`src/rtl/decode_pkg.sv`:
```
`timescale 1ns/1ps
package decode_pkg;
    localparam int NUM_THREADS  = 2;
    localparam int TAG_W        = 8;
    localparam int PFX_W        = 4;
    localparam int ULEN_W       = 5;
    localparam int KIND_W       = 2;
    localparam int PFX_FAST_MAX = 3;
    localparam int PFX_MID_MAX  = 7;
    localparam int PFX_HI_MAX   = 11;
    localparam int MID_EXTRA    = 14;
    localparam int HI_TOTAL     = 21;
    localparam int HI_EXTRA     = HI_TOTAL - 1;
    localparam int STALL_W      = $clog2(HI_EXTRA + 1);

    typedef enum logic [KIND_W-1:0] {
        KIND_PLAIN  = 2'd0,
        KIND_TWO    = 2'd1,
        KIND_SEQ    = 2'd2,
        KIND_SEQ_X  = 2'd3
    } kind_e;

    typedef struct packed {
        kind_e              kind;
        logic [PFX_W-1:0]   pfx;
        logic               cmp;
        logic               jcc;
        logic [ULEN_W-1:0]  ulen;
        logic [TAG_W-1:0]   tag;
    } desc_t;

    typedef enum logic [2:0] {
        ACT_NONE,
        ACT_STALL,
        ACT_ILLEGAL,
        ACT_SINGLE,
        ACT_PAIR,
        ACT_FUSE,
        ACT_TWO,
        ACT_SEQ
    } act_e;

    // Counter reload for a prefix stall; the decode cycle itself is the +1.
    function automatic logic [STALL_W-1:0] stall_reload(input logic [PFX_W-1:0] pfx);
        if (pfx <= PFX_W'(PFX_MID_MAX))
            return STALL_W'(MID_EXTRA - 1);
        else
            return STALL_W'(HI_EXTRA - 1);
    endfunction
endpackage

```
`src/rtl/thread_fifo.sv`:
```
`timescale 1ns/1ps
module thread_fifo import decode_pkg::*; #(
    parameter int DEPTH = 8
) (
    input  logic       clk,
    input  logic       rst,
    input  logic       push_valid,
    output logic       push_ready,
    input  desc_t      push_desc,
    input  logic [1:0] pop_n,
    output desc_t      head0,
    output desc_t      head1,
    output logic       valid0,
    output logic       valid1
);
    localparam int AW = $clog2(DEPTH);
    localparam int CW = AW + 1;

    desc_t           mem [DEPTH];
    logic [AW-1:0]   rd_q, wr_q;
    logic [CW-1:0]   cnt_q;
    logic            do_push;

    assign push_ready = cnt_q < CW'(DEPTH);
    assign do_push    = push_valid && push_ready;
    assign head0      = mem[rd_q];
    assign head1      = mem[rd_q + AW'(1)];
    assign valid0     = cnt_q != '0;
    assign valid1     = cnt_q > CW'(1);

    always_ff @(posedge clk) begin
        if (do_push) mem[wr_q] <= push_desc;
    end

    always_ff @(posedge clk) begin
        if (rst) begin
            rd_q  <= '0;
            wr_q  <= '0;
            cnt_q <= '0;
        end else begin
            if (do_push) wr_q <= wr_q + AW'(1);
            rd_q  <= rd_q + AW'(pop_n);
            cnt_q <= cnt_q + CW'(do_push) - CW'(pop_n);
        end
    end

    AST_POP_WITHIN: assert property (@(posedge clk) disable iff (rst)
        CW'(pop_n) <= cnt_q);
    AST_FIFO_BOUND: assert property (@(posedge clk) disable iff (rst)
        cnt_q <= CW'(DEPTH));
endmodule

```
`src/rtl/thread_pick.sv`:
```
`timescale 1ns/1ps
module thread_pick import decode_pkg::*; (
    input  logic                   turn,
    input  logic [NUM_THREADS-1:0] has_work,
    output logic                   sel,
    output logic                   any
);
    assign any = |has_work;
    assign sel = has_work[turn] ? turn : ~turn;
endmodule

```
`src/rtl/slot_decode.sv`:
```
`timescale 1ns/1ps
module slot_decode import decode_pkg::*; (
    input  logic               en,
    input  logic               bypass,
    input  kind_e              h0_kind,
    input  logic [PFX_W-1:0]   h0_pfx,
    input  logic               h0_cmp,
    input  logic               h1_valid,
    input  kind_e              h1_kind,
    input  logic [PFX_W-1:0]   h1_pfx,
    input  logic               h1_jcc,
    output act_e               act,
    output logic [1:0]         pop_n,
    output logic [STALL_W-1:0] stall_load
);
    logic h1_ok;

    assign h1_ok = h1_valid && (h1_kind == KIND_PLAIN) && (h1_pfx <= PFX_W'(PFX_FAST_MAX));

    always_comb begin
        act        = ACT_NONE;
        pop_n      = 2'd0;
        stall_load = stall_reload(h0_pfx);
        if (en) begin
            if (h0_pfx > PFX_W'(PFX_HI_MAX)) begin
                act   = ACT_ILLEGAL;
                pop_n = 2'd1;
            end else if (!bypass && h0_pfx > PFX_W'(PFX_FAST_MAX)) begin
                act = ACT_STALL;
            end else begin
                unique case (h0_kind)
                    KIND_PLAIN: begin
                        if (h1_ok && h0_cmp && h1_jcc) begin
                            act   = ACT_FUSE;
                            pop_n = 2'd2;
                        end else if (h1_ok) begin
                            act   = ACT_PAIR;
                            pop_n = 2'd2;
                        end else begin
                            act   = ACT_SINGLE;
                            pop_n = 2'd1;
                        end
                    end
                    KIND_TWO: begin
                        act   = ACT_TWO;
                        pop_n = 2'd1;
                    end
                    default: begin
                        act   = ACT_SEQ;
                        pop_n = 2'd1;
                    end
                endcase
            end
        end
    end
endmodule

```
`src/rtl/dual_thread_decoder.sv`:
```
`timescale 1ns/1ps
module dual_thread_decoder import decode_pkg::*; #(
    parameter int DEPTH = 8
) (
    input  logic                          clk,
    input  logic                          rst,
    input  logic [NUM_THREADS-1:0]        push_valid,
    output logic [NUM_THREADS-1:0]        push_ready,
    input  logic [KIND_W*NUM_THREADS-1:0] push_kind,
    input  logic [PFX_W*NUM_THREADS-1:0]  push_pfx,
    input  logic [NUM_THREADS-1:0]        push_cmp,
    input  logic [NUM_THREADS-1:0]        push_jcc,
    input  logic [ULEN_W*NUM_THREADS-1:0] push_ulen,
    input  logic [TAG_W*NUM_THREADS-1:0]  push_tag,
    output logic                          out_valid,
    input  logic                          out_ready,
    output logic                          out_thread,
    output logic [1:0]                    out_count,
    output logic [TAG_W-1:0]              out_tag0,
    output logic [TAG_W-1:0]              out_tag1,
    output logic                          out_fused,
    output logic                          out_ucode,
    output logic                          out_illegal
);
    desc_t                  hd0 [NUM_THREADS];
    desc_t                  hd1 [NUM_THREADS];
    logic [NUM_THREADS-1:0] v0, v1;
    logic [1:0]             pop_n [NUM_THREADS];

    logic                   turn_q;
    logic                   seq_act_q;
    logic [ULEN_W-1:0]      seq_left_q;
    logic                   seq_thr_q;
    logic [TAG_W-1:0]       seq_tag_q;
    logic                   st_act_q;
    logic [STALL_W-1:0]     st_cnt_q;
    logic                   st_thr_q;

    logic                   can_issue, pick_sel, pick_any, cur, dec_en;
    act_e                   act;
    logic [1:0]             dec_pop;
    logic [STALL_W-1:0]     st_load;
    desc_t                  h0, h1;

    assign can_issue = !out_valid || out_ready;

    for (genvar t = 0; t < NUM_THREADS; t++) begin : g_thr
        desc_t pd;
        always_comb begin
            pd.kind = kind_e'(push_kind[KIND_W*t +: KIND_W]);
            pd.pfx  = push_pfx[PFX_W*t +: PFX_W];
            pd.cmp  = push_cmp[t];
            pd.jcc  = push_jcc[t];
            pd.ulen = push_ulen[ULEN_W*t +: ULEN_W];
            pd.tag  = push_tag[TAG_W*t +: TAG_W];
        end
        assign pop_n[t] = (can_issue && cur == 1'(t)) ? dec_pop : 2'd0;
        thread_fifo #(.DEPTH(DEPTH)) u_fifo (
            .clk        (clk),
            .rst        (rst),
            .push_valid (push_valid[t]),
            .push_ready (push_ready[t]),
            .push_desc  (pd),
            .pop_n      (pop_n[t]),
            .head0      (hd0[t]),
            .head1      (hd1[t]),
            .valid0     (v0[t]),
            .valid1     (v1[t])
        );
    end

    thread_pick u_pick (
        .turn     (turn_q),
        .has_work (v0),
        .sel      (pick_sel),
        .any      (pick_any)
    );

    assign cur    = st_act_q ? st_thr_q : pick_sel;
    assign h0     = hd0[cur];
    assign h1     = hd1[cur];
    assign dec_en = !seq_act_q && (st_act_q ? (st_cnt_q == '0) : pick_any);

    slot_decode u_dec (
        .en         (dec_en),
        .bypass     (st_act_q),
        .h0_kind    (h0.kind),
        .h0_pfx     (h0.pfx),
        .h0_cmp     (h0.cmp),
        .h1_valid   (v1[cur]),
        .h1_kind    (h1.kind),
        .h1_pfx     (h1.pfx),
        .h1_jcc     (h1.jcc),
        .act        (act),
        .pop_n      (dec_pop),
        .stall_load (st_load)
    );

    logic unused_fields;
    assign unused_fields = ^{h0.jcc, h1.cmp, h1.ulen};

    always_ff @(posedge clk) begin
        if (rst) begin
            out_valid   <= 1'b0;
            out_thread  <= 1'b0;
            out_count   <= 2'd0;
            out_tag0    <= '0;
            out_tag1    <= '0;
            out_fused   <= 1'b0;
            out_ucode   <= 1'b0;
            out_illegal <= 1'b0;
            turn_q      <= 1'b0;
            seq_act_q   <= 1'b0;
            seq_left_q  <= '0;
            seq_thr_q   <= 1'b0;
            seq_tag_q   <= '0;
            st_act_q    <= 1'b0;
            st_cnt_q    <= '0;
            st_thr_q    <= 1'b0;
        end else if (can_issue) begin
            out_valid   <= 1'b0;
            out_fused   <= 1'b0;
            out_ucode   <= 1'b0;
            out_illegal <= 1'b0;
            if (seq_act_q) begin
                out_valid  <= 1'b1;
                out_thread <= seq_thr_q;
                out_count  <= 2'd1;
                out_tag0   <= seq_tag_q;
                out_tag1   <= seq_tag_q;
                out_ucode  <= 1'b1;
                seq_left_q <= seq_left_q - 1'b1;
                if (seq_left_q == ULEN_W'(1)) seq_act_q <= 1'b0;
            end else if (st_act_q && st_cnt_q != '0) begin
                st_cnt_q <= st_cnt_q - 1'b1;
            end else begin
                case (act)
                    ACT_NONE: ;
                    ACT_STALL: begin
                        st_act_q <= 1'b1;
                        st_cnt_q <= st_load;
                        st_thr_q <= cur;
                    end
                    default: begin
                        out_valid   <= 1'b1;
                        out_thread  <= cur;
                        out_tag0    <= h0.tag;
                        out_tag1    <= (act == ACT_PAIR || act == ACT_FUSE) ? h1.tag : h0.tag;
                        out_count   <= (act == ACT_PAIR || act == ACT_TWO) ? 2'd2 : 2'd1;
                        out_fused   <= (act == ACT_FUSE);
                        out_illegal <= (act == ACT_ILLEGAL);
                        out_ucode   <= (act == ACT_SEQ);
                        turn_q      <= ~cur;
                        st_act_q    <= 1'b0;
                        if (act == ACT_SEQ && h0.ulen > ULEN_W'(1)) begin
                            seq_act_q  <= 1'b1;
                            seq_left_q <= h0.ulen - 1'b1;
                            seq_thr_q  <= cur;
                            seq_tag_q  <= h0.tag;
                        end
                    end
                endcase
            end
        end
    end

    AST_TURN_ORDER: assert property (@(posedge clk) disable iff (rst)
        (!st_act_q && !seq_act_q && v0 == 2'b11) |-> (cur == turn_q));
    AST_SKIP_EMPTY: assert property (@(posedge clk) disable iff (rst)
        (!st_act_q && pick_any) |-> v0[cur]);
    AST_COUNT_RANGE: assert property (@(posedge clk) disable iff (rst)
        out_valid |-> (out_count == 2'd1 || out_count == 2'd2));
    AST_FUSE_SHAPE: assert property (@(posedge clk) disable iff (rst)
        (out_valid && out_fused) |-> (out_count == 2'd1 && !out_ucode));
    AST_SEQ_BLOCKS: assert property (@(posedge clk) disable iff (rst)
        seq_act_q |-> (pop_n[0] == 2'd0 && pop_n[1] == 2'd0));
    AST_STALL_QUIET: assert property (@(posedge clk) disable iff (rst)
        (st_act_q && st_cnt_q != '0 && can_issue) |=> !out_valid);
    AST_STALL_NOPOP: assert property (@(posedge clk) disable iff (rst)
        (st_act_q && st_cnt_q != '0) |-> (pop_n[0] == 2'd0 && pop_n[1] == 2'd0));
    AST_ILLEGAL_SHAPE: assert property (@(posedge clk) disable iff (rst)
        (out_valid && out_illegal) |-> (out_count == 2'd1 && !out_fused));
    AST_HOLD_OUT: assert property (@(posedge clk) disable iff (rst)
        (out_valid && !out_ready) |=> (out_valid && $stable(out_tag0) && $stable(out_tag1)
                                       && $stable(out_thread) && $stable(out_count)));
endmodule

```
`config.mk`:
```
export PLATFORM = sky130hd
export DESIGN_NAME = dual_thread_decoder
export DESIGN_NICKNAME = d
export VERILOG_FILES = /design/src/rtl/decode_pkg.sv /design/src/rtl/thread_fifo.sv /design/src/rtl/thread_pick.sv /design/src/rtl/slot_decode.sv /design/src/rtl/dual_thread_decoder.sv
export SDC_FILE = /design/constraint.sdc
export NUM_CORES = 1
export LEC_CHECK = 0
export ABC_AREA = 1
export ABC_CLOCK_PERIOD_IN_PS = 9000
export BUFFER_PORTS_ARGS = -buffer_cell sky130_fd_sc_hd__buf_2
export CAP_MARGIN = 20
export CORE_MARGIN = 10
export CORE_UTILIZATION = 46
export CTS_CLUSTER_SIZE = 10
export DETAILED_ROUTE_END_ITERATION = 10
export PLACE_DENSITY = 0.71
export SYNTH_ARGS = -nofsm -noshare
export SYNTH_HDL_FRONTEND = slang
export SYNTH_SLANG_ARGS = --single-unit
export TNS_END_PERCENT = 30
```
`constraint.sdc`:
```
create_clock -name clk -period 9 [get_ports clk]
set_input_delay 0.9 -clock clk [delete_from_list [all_inputs] [get_ports clk]]
set_output_delay 0.9 -clock clk [all_outputs]
set_load 0.01 [all_outputs]
```
==> results.sh <==
export IMPL_cp_arrival_ns=5.30
export IMPL_crit_path_start_kind="flip-flop"
export IMPL_synth_compound_area_share_pct=12.3
export IMPL_grt_max_degree=105
export IMPL_die_h_um=213
export IMPL_clock_root_buffer="clkbuf_16"
export IMPL_grt_setup_unrepaired="false"
export IMPL_vdd_drop_max_mv=0.232
export IMPL_synth_nets=1843
export IMPL_timing_fmax_ghz=0.207
export IMPL_synthArstFlopShare_pct=0
export IMPL_finalCritPeriodShare_pct=53.6
export IMPL_path_max_fanout=30
export IMPL_grt_pass1_wl_um=67700
export IMPL_fin_nets=1883
export IMPL_finalSetupViolations=0
export IMPL_hp_class="flip-flop to flip-flop"
export IMPL_maxCapViolCount=0
export IMPL_cp_common_cell="nand2_1"
export IMPL_overflow=0
export IMPL_syn_inst=1769
export IMPL_synth_adder_area_share_pct=2.14
export IMPL_num_io_pins=72
export IMPL_grt_antenna_before_repair=3
export IMPL_post_cts_buffers=0
export IMPL_clock_sinks=370
export IMPL_clk_path_buf_depth=3
export IMPL_grt_use_total_pct=19.0
export IMPL_final_antenna_net_count=0
export IMPL_cts_tree="yes"
export IMPL_placed_cells=2232
export IMPL_postLayoutCellArea_mm2=0.0191
export IMPL_wl_met3_um=3420
export IMPL_cts_htree_levels=2
export IMPL_avgRoutedWirePerCell_um=19.0
export IMPL_synth_top_family_by_area="simple AND/OR/NAND/NOR gates"
export IMPL_syn_cell_area_mm2=0.0172
export IMPL_gp_congestion=0.901
export IMPL_port_buffers=67
export IMPL_max_stage_delay_ns=0.88
export IMPL_path_cells="buf_4 -> ha_1 -> inv_1 -> nand3_1 -> nand2_1 -> nand2_1 -> nand3_1 -> nand2_1 -> nand2_1 -> nor2_8 -> inv_2 -> nor3_2 -> inv_1 -> ha_1 -> ha_1 -> a21o_1 -> a21oi_1 -> o21ai_0 -> a21oi_1"
export IMPL_fin_tns_setup_ns=0
export IMPL_ys_seq_area_share_pct=60.7
export IMPL_synth_distinct_cells=46
export IMPL_endpoint_kind="flip-flop"
export IMPL_std_cell_rows=70
export IMPL_ys_ff_latch=370
export IMPL_cts_buffers=43
export IMPL_clkSlewWorstSetupHoldPaths_ns=0.06
export IMPL_core_mm2=0.0368
export IMPL_cp_required_ns=9.47
export IMPL_post_cts_resize_count=0
export IMPL_fin_cells=2312
export IMPL_yosys_area_share_simple_pct=18.3
export IMPL_worst_path_max_delay_cell="ha_1"
export IMPL_dieArea_mm2=0.0456
export IMPL_status="complete, no violations"
export IMPL_start_util_pct=46.8
export IMPL_ys_flop_type="edfxtp_1"
export IMPL_power_density_mw_per_mm2=312
export IMPL_yosysWarnings=0
export IMPL_grt_pass1_vias=12500
export IMPL_setup_worst_path_class="flip-flop to flip-flop"
export IMPL_synth_edf_count=304
export IMPL_met2WireLength_um=20900
export IMPL_cts_hold_fix_buffers=0
export IMPL_detail_route_vias_per_cell=5.65
export IMPL_critPathTopFamily="adder cells"
export IMPL_highest_layer="met5"
export IMPL_finClkSkew_ns=0.0134
export IMPL_routed_wl_um=43900
export IMPL_detail_route_iter0_violations=1367
export IMPL_worst_pin_slew_ns=1.01
export IMPL_syn_mean_instance_area_um2=9.74
export IMPL_drt_met1_wl_um=18100
export IMPL_vias=13100
export IMPL_synthXorXnorAreaFrac_pct=0.509
export IMPL_relSlewSlack_pct=32.8
export IMPL_worst_path_buf_inv=4
export IMPL_place_hpwl_um=26800
export IMPL_die_width_um=213
export IMPL_clkLatencyLatePin_ns=0.55
export IMPL_hold_viol_final=0
export IMPL_drv_slew=0
export IMPL_synth_mux_area_fraction_pct=0.0581
export IMPL_timing_hold_ws_ns=0.464
export IMPL_drive_above_1_share_pct=10.4
export IMPL_period_minus_slack_ns=4.83
export IMPL_placed_area_mm2=0.0179
export IMPL_p_leak_uw=0.00731
export IMPL_area_growth_pct=11.1
export IMPL_dr_pass1_iters=6
export IMPL_drc_errors=0
[layer usage]
metal  vias up  global-route usage, %
met3        88                   3.37
met4         4                   8.51
met5         -                      0
met2       532                   30.7
met1      6240                   24.7
li1       6209                      -
[worst reg2reg max path: stages (launching register included)]
cell and delay [ns]:
dfxtp_1 0.30, buf_4 0.26, ha_1 0.89, inv_1 0.65
nand3_1 0.25, nand2_1 0.11, nand2_1 0.08, nand3_1 0.07
nand2_1 0.11, nand2_1 0.15, nor2_8 0.31, inv_2 0.08
nor3_2 0.21, inv_1 0.08, ha_1 0.34, ha_1 0.31
a21o_1 0.16, a21oi_1 0.16, o21ai_0 0.10, a21oi_1 0.14
[cell type report]
type	count	area, um^2
diodes	1	2.50
multi-input cells	1165	5770
well taps	468	586
inverters	132	499
flip-flops and latches	370	10500
repair buffers	97	561
clock buffers	79	1260
fillers	3131	17600
[synth_stat cells (15+ instances only)]
master | count | area share (%)
buf_4 | 15 | 0.65
clkbuf_1 | 42 | 0.92
buf_2 | 33 | 0.96
dfxtp_1 | 66 | 7.7
nand3_1 | 132 | 3.8
o22ai_1 | 33 | 1.2
nand2_1 | 289 | 6.3
a21oi_1 | 53 | 1.5
o21ai_1 | 21 | 0.61
nor2_1 | 303 | 6.6
o211ai_1 | 15 | 0.65
o21ai_0 | 197 | 5.7
o221ai_1 | 32 | 1.6
edfxtp_1 | 304 | 53
ha_1 | 23 | 1.7
inv_1 | 119 | 2.6
[cells by family after synthesis]
| family | after synthesis |
|---|---|
| buffers and inverters | 234 |
| muxes | 1 |
| DFF | 370 |
| and+or+nand+nor | 758 |
| adders and majority gates | 27 |
| xor gates and xnor gates | 10 |
| AOI/OAI and AO/OA | 369 |
[flip-flops by register name, summed over array words and instances (netlist names)]
register            flops
out_valid               1
g_thr.u_fifo.mem      304
g_thr.u_fifo.wr_q       6
g_thr.u_fifo.cnt_q      8
out_count               2
st_cnt_q                5
seq_left_q              5
out_tag0                8
seq_tag_q               8
seq_act_q               1
out_ucode               1
out_thread              1
out_fused               1
st_act_q                1
out_tag1                8
st_thr_q                1
g_thr.u_fifo.rd_q       6
seq_thr_q               1
out_illegal             1
turn_q                  1
[metrics by stage]
| step | power [uW] | worst slack (ns) | util [%] |
|---|---|---|---|
| after detailed placement | 4370 | 4.27 | 48.6 |
| final | 5970 | 4.17 | 52.0 |
| after global placement | 4310 | 4.31 | 48.6 |
| after global routing | 6350 | 3.87 | 52.0 |
| after CTS | 5960 | 4.24 | 52.0 |
| after floorplan | 3800 | 5.86 | - |
[worst paths after layout]
path                                               from                        to  slack (ns)  cells after the start
worst min register to register                out_fused                 out_fused        0.46                      2
worst max register to register  g_thr[1].u_fifo.rd_q[1]  g_thr[0].u_fifo.cnt_q[3]        4.17                     19
worst min-delay path                          out_fused                 out_fused        0.46                      2
worst max-delay path            g_thr[1].u_fifo.rd_q[1]  g_thr[0].u_fifo.cnt_q[3]        4.17                     19
[where the power goes]
group          internal, uW  switching, uW  leakage, uW  total [uW]
sequential             2040            118      0.00330        2160
clock                   937            645     0.000601        1580
combinational           683           1540      0.00341        2230
[cells in the final DEF (no fill, tap or decap), drive strengths merged]
cell / netlist / layout
or2: 1 / 1
o211ai: 15 / 15
nand3b: 8 / 8
o221ai: 32 / 32
nand3: 135 / 135
o211a: 1 / 1
o22ai: 33 / 33
ha: 23 / 23
xnor2: 6 / 6
nand4: 5 / 5
clkinv: 6 / 6
nor3: 5 / 5
diode: 0 / 1
xor2: 4 / 4
fa: 4 / 4
dfxtp: 66 / 66
clkbuf: 43 / 79
a21o: 1 / 1
a21boi: 1 / 1
o21ai: 219 / 219
a21oi: 55 / 55
o32ai: 8 / 8
inv: 126 / 126
buf: 59 / 97
nor2: 306 / 306
edfxtp: 304 / 304
a211oi: 1 / 1
mux2i: 1 / 1
a31oi: 1 / 1
o31ai: 2 / 2
nand2: 298 / 298
Power figures use the tool's default switching activity.
